==> config.mk <==
export PLATFORM = sky130hd
export DESIGN_NAME = mute_watch
export DESIGN_NICKNAME = d
export VERILOG_FILES = /design/src/rtl/mute_watch_pkg.sv /design/src/rtl/mute_ratio_meter.sv /design/src/rtl/mute_idle_run.sv /design/src/rtl/mute_watch.sv
export SDC_FILE = /design/constraint.sdc
export NUM_CORES = 1
export LEC_CHECK = 0
export BUFFER_PORTS_ARGS = -buffer_cell sky130_fd_sc_hd__buf_4
export CAP_MARGIN = 40
export CORE_MARGIN = 3
export CORE_UTILIZATION = 59
export DETAILED_ROUTE_END_ITERATION = 10
export HOLD_SLACK_MARGIN = 0.12
export PLACE_DENSITY = 0.93
export SLEW_MARGIN = 25
export SYNTH_ARGS = -nofsm -noshare
export SYNTH_HDL_FRONTEND = slang
export SYNTH_SLANG_ARGS = --single-unit
==> constraint.sdc <==
create_clock -name clk -period 6.1 [get_ports clk]
set_input_delay 0.305 -clock clk [delete_from_list [all_inputs] [get_ports clk]]
set_output_delay 0.305 -clock clk [all_outputs]
set_load 0.05 [all_outputs]
==> src/rtl/mute_watch_pkg.sv <==
package mute_watch_pkg;

  typedef enum logic [1:0] {
    RC_NONE   = 2'd0,
    RC_SINGLE = 2'd1,
    RC_DOUBLE = 2'd2
  } ratio_class_e;

  // Map a measured clk-per-frame count to its speed class.
  function automatic ratio_class_e classify_period(input int unsigned per);
    case (per)
      32'd256, 32'd384, 32'd512: classify_period = RC_SINGLE;
      32'd128, 32'd192:          classify_period = RC_DOUBLE;
      default:                   classify_period = RC_NONE;
    endcase
  endfunction

endpackage

==> src/rtl/mute_ratio_meter.sv <==
module mute_ratio_meter
  import mute_watch_pkg::*;
#(
  parameter int MAX_RATIO = 512
) (
  input  logic clk,
  input  logic rst_n,
  input  logic frame_clk,
  output logic lr_rise,
  output logic locked,
  output logic dbl_mode
);
  localparam int CNT_W   = $clog2(MAX_RATIO) + 1;
  localparam int CNT_MAX = (1 << CNT_W) - 1;

  logic             fc_q;
  logic [CNT_W-1:0] cnt_q;
  logic [CNT_W:0]   meas;
  logic [CNT_W:0]   prev_q;
  logic             seen_q;
  logic             have_prev_q;
  logic             dbl_q;
  logic             locked_q;
  ratio_class_e     cls;
  logic             timeout;
  logic             match;

  assign lr_rise = frame_clk & ~fc_q;
  assign meas    = (CNT_W+1)'(cnt_q) + (CNT_W+1)'(1);
  assign cls     = classify_period(32'(meas));
  assign timeout = (cnt_q == CNT_W'(CNT_MAX));
  assign match   = seen_q && have_prev_q && (meas == prev_q) && (cls != RC_NONE);

  always_ff @(posedge clk or negedge rst_n) begin
    if (!rst_n) begin
      fc_q        <= 1'b0;
      cnt_q       <= '0;
      prev_q      <= '0;
      seen_q      <= 1'b0;
      have_prev_q <= 1'b0;
      dbl_q       <= 1'b0;
      locked_q    <= 1'b0;
    end else begin
      fc_q <= frame_clk;
      if (lr_rise) begin
        cnt_q       <= '0;
        seen_q      <= 1'b1;
        have_prev_q <= seen_q;
        prev_q      <= meas;
        locked_q    <= match;
        if (match) dbl_q <= (cls == RC_DOUBLE);
      end else if (timeout) begin
        seen_q      <= 1'b0;
        have_prev_q <= 1'b0;
        locked_q    <= 1'b0;
      end else begin
        cnt_q <= cnt_q + CNT_W'(1);
      end
    end
  end

  assign locked   = locked_q;
  assign dbl_mode = locked_q & dbl_q;

endmodule

==> src/rtl/mute_idle_run.sv <==
module mute_idle_run #(
  parameter int SMP_W    = 24,
  parameter int IDLE_RUN = 8192,
  parameter int RUN_W    = $clog2(IDLE_RUN + 1)
) (
  input  logic             clk,
  input  logic             rst_n,
  input  logic             hold_clr,
  input  logic             strobe,
  input  logic [SMP_W-1:0] left_w,
  input  logic [SMP_W-1:0] right_w,
  output logic             pair_idle,
  output logic [RUN_W-1:0] run_cnt,
  output logic             run_full
);

  function automatic logic word_silent(input logic [SMP_W-1:0] w);
    word_silent = (w == '0) || (w == '1);
  endfunction

  logic [RUN_W-1:0] cnt_q;

  assign pair_idle = word_silent(left_w) && word_silent(right_w);

  always_ff @(posedge clk or negedge rst_n) begin
    if (!rst_n) begin
      cnt_q <= '0;
    end else if (hold_clr) begin
      cnt_q <= '0;
    end else if (strobe) begin
      if (!pair_idle)                        cnt_q <= '0;
      else if (cnt_q != RUN_W'(IDLE_RUN))    cnt_q <= cnt_q + RUN_W'(1);
    end
  end

  assign run_cnt  = cnt_q;
  assign run_full = (cnt_q == RUN_W'(IDLE_RUN));

endmodule

==> src/rtl/mute_watch.sv <==
module mute_watch #(
  parameter int SMP_W     = 24,
  parameter int IDLE_RUN  = 8192,
  parameter int MAX_RATIO = 512
) (
  input  logic             clk,
  input  logic             rst_n,
  input  logic             frame_clk,
  input  logic             smp_valid,
  input  logic [SMP_W-1:0] smp_left,
  input  logic [SMP_W-1:0] smp_right,
  output logic             mute_o,
  output logic             ratio_ok,
  output logic             speed_dbl
);
  localparam int RUN_W = $clog2(IDLE_RUN + 1);

  logic             lr_rise;
  logic             locked_w;
  logic             dbl_w;
  logic             pair_idle;
  logic [RUN_W-1:0] run_cnt;
  logic             run_full;

  mute_ratio_meter #(.MAX_RATIO(MAX_RATIO)) u_meter (
    .clk       (clk),
    .rst_n     (rst_n),
    .frame_clk (frame_clk),
    .lr_rise   (lr_rise),
    .locked    (locked_w),
    .dbl_mode  (dbl_w)
  );

  mute_idle_run #(.SMP_W(SMP_W), .IDLE_RUN(IDLE_RUN), .RUN_W(RUN_W)) u_run (
    .clk       (clk),
    .rst_n     (rst_n),
    .hold_clr  (~locked_w),
    .strobe    (smp_valid),
    .left_w    (smp_left),
    .right_w   (smp_right),
    .pair_idle (pair_idle),
    .run_cnt   (run_cnt),
    .run_full  (run_full)
  );

  assign mute_o    = ~locked_w | run_full;
  assign ratio_ok  = locked_w;
  assign speed_dbl = dbl_w;

endmodule

==> results.md <==
* Mapped cell area at 2580 sq um
* Pre-CTS WS at 3.60 ns
* Vias per inst at 6.35
* Max-Cap Viols at 0
* Setup_tns at 0 ns
* Fill cells at 299
* Core Region at 4120 sq um
* Area Growth Syn to Fin at 19.8%
* # setup viols final at 0
* Synth async-reset ratio at 1.00
* RSZ-0062 raised after global routing: no
* Die Y at 72.2 um
* Most common flop cell mapped by yosys: dfrtp_1
* Leak pwr at 1.33 nW
* Arr. time, crit path at 2.72 ns
* First-iteration detailed-routing DRC count at 263
* Drt pass-1 iters at 5
* Final WS setup at 3.54 ns
* Req. time, crit path at 6.26 ns
* Yosys warns at 0
* Initial Utilization at 0.628
* Worst Max-Slew Pin Slew at 0.550 ns
* Drt drc at 0
* Cell Rows at 23
* Layout Nets at 404
* Vias in the first global route at 2519
* Largest net degree at the start of global routing at 41
* Register bit count reported by yosys at 40
* Hold Fails Final Rpt at 0
* Final period util at 0.420
* Fin crit period at 2.56 ns
* WL final at 6550 um
* Port Buffers at 54
* CTS tree: done
* Ant. Diodes at 0
* PD cells at 206 nW/um^2
* CTS H-tree lvls at 2
* HPWL after detailed placement at 4850 um
* Crit-path max FO at 12
* Grt met2 use at 0.433
* Routed via count at 2534
* CTS Buf Count at 5
* Syn Inst Count at 297
* Final core occ at 0.753
* Layout cell share with drive strength beyond 1 at 0.226
* Most frequent cells in the layout: buf_4, nand2_1, dfrtp_1
* Clock root cell: clkbuf_8
* Met3 Use GR at 0.0665
* Outcome: finished clean
* First-pass GRT wire length at 10800 um
* Post-CTS Setup Inserts at 0
* Relative slew slack at 0.633
* Critical Path Start: u_meter.cnt_q[0]
* Antenna violations before repair at 0
* Met1 usage at 0.308
* Final Slew Violations at 0
* Critical R2R Launch: u_meter.cnt_q[0]
* Worst-Skew Late Latency at 0.30 ns
* Sequential share of the synthesized area at 0.387
* Total power at 0.000639 W
* CTS Sinks at 40
* Post-route ant nets at 0
* Per-cell routed wire length at 16.4 um
* CP Launch Type: flip-flop
* Syn Nets at 353
* GP Congestion at 0.986
* FMAX at 390 MHz
* Most used routing layer: met2
* Max Root-Sink Buffers at 2
* Setup Skew at 0.0110 ns
* DIE WIDTH at 72.2 um
* # IOs at 55
* Post-synth EDFFs at 0
* Unique masters post-synth at 57
* Worst-path clk slew at 0.08 ns
* Max VDD drop at 0.130 mV
* GRT Resource Usage Total at 0.261
* Crit path capture type: flip-flop
* Critical path type: flip-flop to flip-flop
* Commonest non-fill, non-tap cell in the layout: buf_4
* Die ar. at 5210 sq um
* Syn_area_per_cell at 8.70 sq um
* Hold Path Origin: frame_clk
* Hold/Removal Path Class: input port to flip-flop
* Grt total ovfl at 0
-- report_power, final --
part	switching (W)	internal (W)
registers	0.0000358	0.000286
logic	0.0000642	0.0000699
clock network	0.0000902	0.0000923
total	0.000190	0.000448
-- kinds of logic (layout without fill, tap and decap cells) --
group           Yosys count  after routing  synth area share
buf+inv                  26             78            0.0489
mux                       4              4            0.0155
simple gates            151            151             0.320
compound gates           54             54             0.139
xor+xnor                 18             18            0.0692
fa+ha+maj                 4              4            0.0194
flops                    40             40             0.387
-- path summary, 6_finish.rpt --
check	end	slack, ns	depth (start not counted)
max	u_meter.dbl_q	3.54	7
min	u_meter.fc_q	0.14	1
max reg2reg	u_meter.dbl_q	3.54	7
min reg2reg	u_meter.prev_q[3]	0.49	2
max in group asynchronous	u_run.run_cnt[5]	5.24	2
min in group asynchronous	u_meter.dbl_q	0.50	2
-- flip-flops by register name, indices dropped and copies added, names as in the netlist --
| register | flops |
|---|---|
| u_meter.cnt_q | 10 |
| u_meter.dbl_q | 1 |
| u_meter.fc_q | 1 |
| u_meter.have_prev_q | 1 |
| u_meter.locked | 1 |
| u_meter.prev_q | 11 |
| u_meter.seen_q | 1 |
| u_run.run_cnt | 14 |
-- critical path, stage by stage (launching register included) --
cell and delay [ns]:
dfrtp_1 0.56, ha_1 0.44, xnor2_1 0.21, nand4_1 0.16
nor4b_2 0.31, nand4_1 0.14, a2111oi_1 0.45, o21ai_0 0.16
-- synthesized netlist by cell type, drive strengths merged, types with 2 or more instances --
| cell type | n | area [sq um] |
|---|---|---|
| a22o | 2 | 17.5 |
| nand2b | 4 | 25.0 |
| ha | 4 | 50.1 |
| mux2i | 4 | 40.0 |
| o21ai | 18 | 90.1 |
| nand3b | 2 | 15.0 |
| nor2b | 4 | 25.0 |
| nand4 | 22 | 159 |
| o22ai | 4 | 31.3 |
| nand3 | 14 | 70.1 |
| nand2 | 42 | 163 |
| inv | 12 | 45.0 |
| or3 | 2 | 12.5 |
| o221a | 2 | 31.3 |
| dfrtp | 40 | 1000 |
| nor2 | 24 | 92.6 |
| nor4b | 3 | 32.5 |
| or4 | 5 | 37.5 |
| clkbuf | 5 | 18.8 |
| nor3 | 7 | 45.0 |
| xor2 | 6 | 52.6 |
| xnor2 | 11 | 104 |
| nor4 | 14 | 87.6 |
| a21oi | 15 | 82.6 |
| buf | 9 | 62.6 |
| and3 | 2 | 12.5 |
| o31ai | 3 | 22.5 |
-- cell type report --
class / count / area, sq um / area share
repair buffers: 58 / 442 / 0.143
multi-input cells: 231 / 1460 / 0.471
well taps: 50 / 62.6 / 0.0202
clock buffers: 8 / 90.1 / 0.0291
inverters: 12 / 45.0 / 0.0145
flip-flops and latches: 40 / 1000 / 0.323
-- layer usage --
layer  routed length [um]  up-vias  part of all wire
li1                     -     1192                 -
met4                  261        0             0.040
met1                 2530     1169              0.39
met3                  561       32             0.086
met2                 3190      141              0.49
met5                    0        -                 0
-- through the flow --
stage	std cells	instance area, sq um	hold WS (ns)
2_1_floorplan	297	2580	0.00941
3_3_place_gp	387	2970	0.303
3_5_place_dp	387	2970	0.307
4_1_cts	396	3070	0.128
5_1_grt	399	3100	0.130
6_report	399	3100	0.136
-- repair_timing --
item	CTS	global route
gates resized for setup	0	0
endpoints found under the hold margin	40	0
hold buffers	1	0
setup endpoints to repair	0	0
No activity file was read; power rests on OpenSTA's default activity.
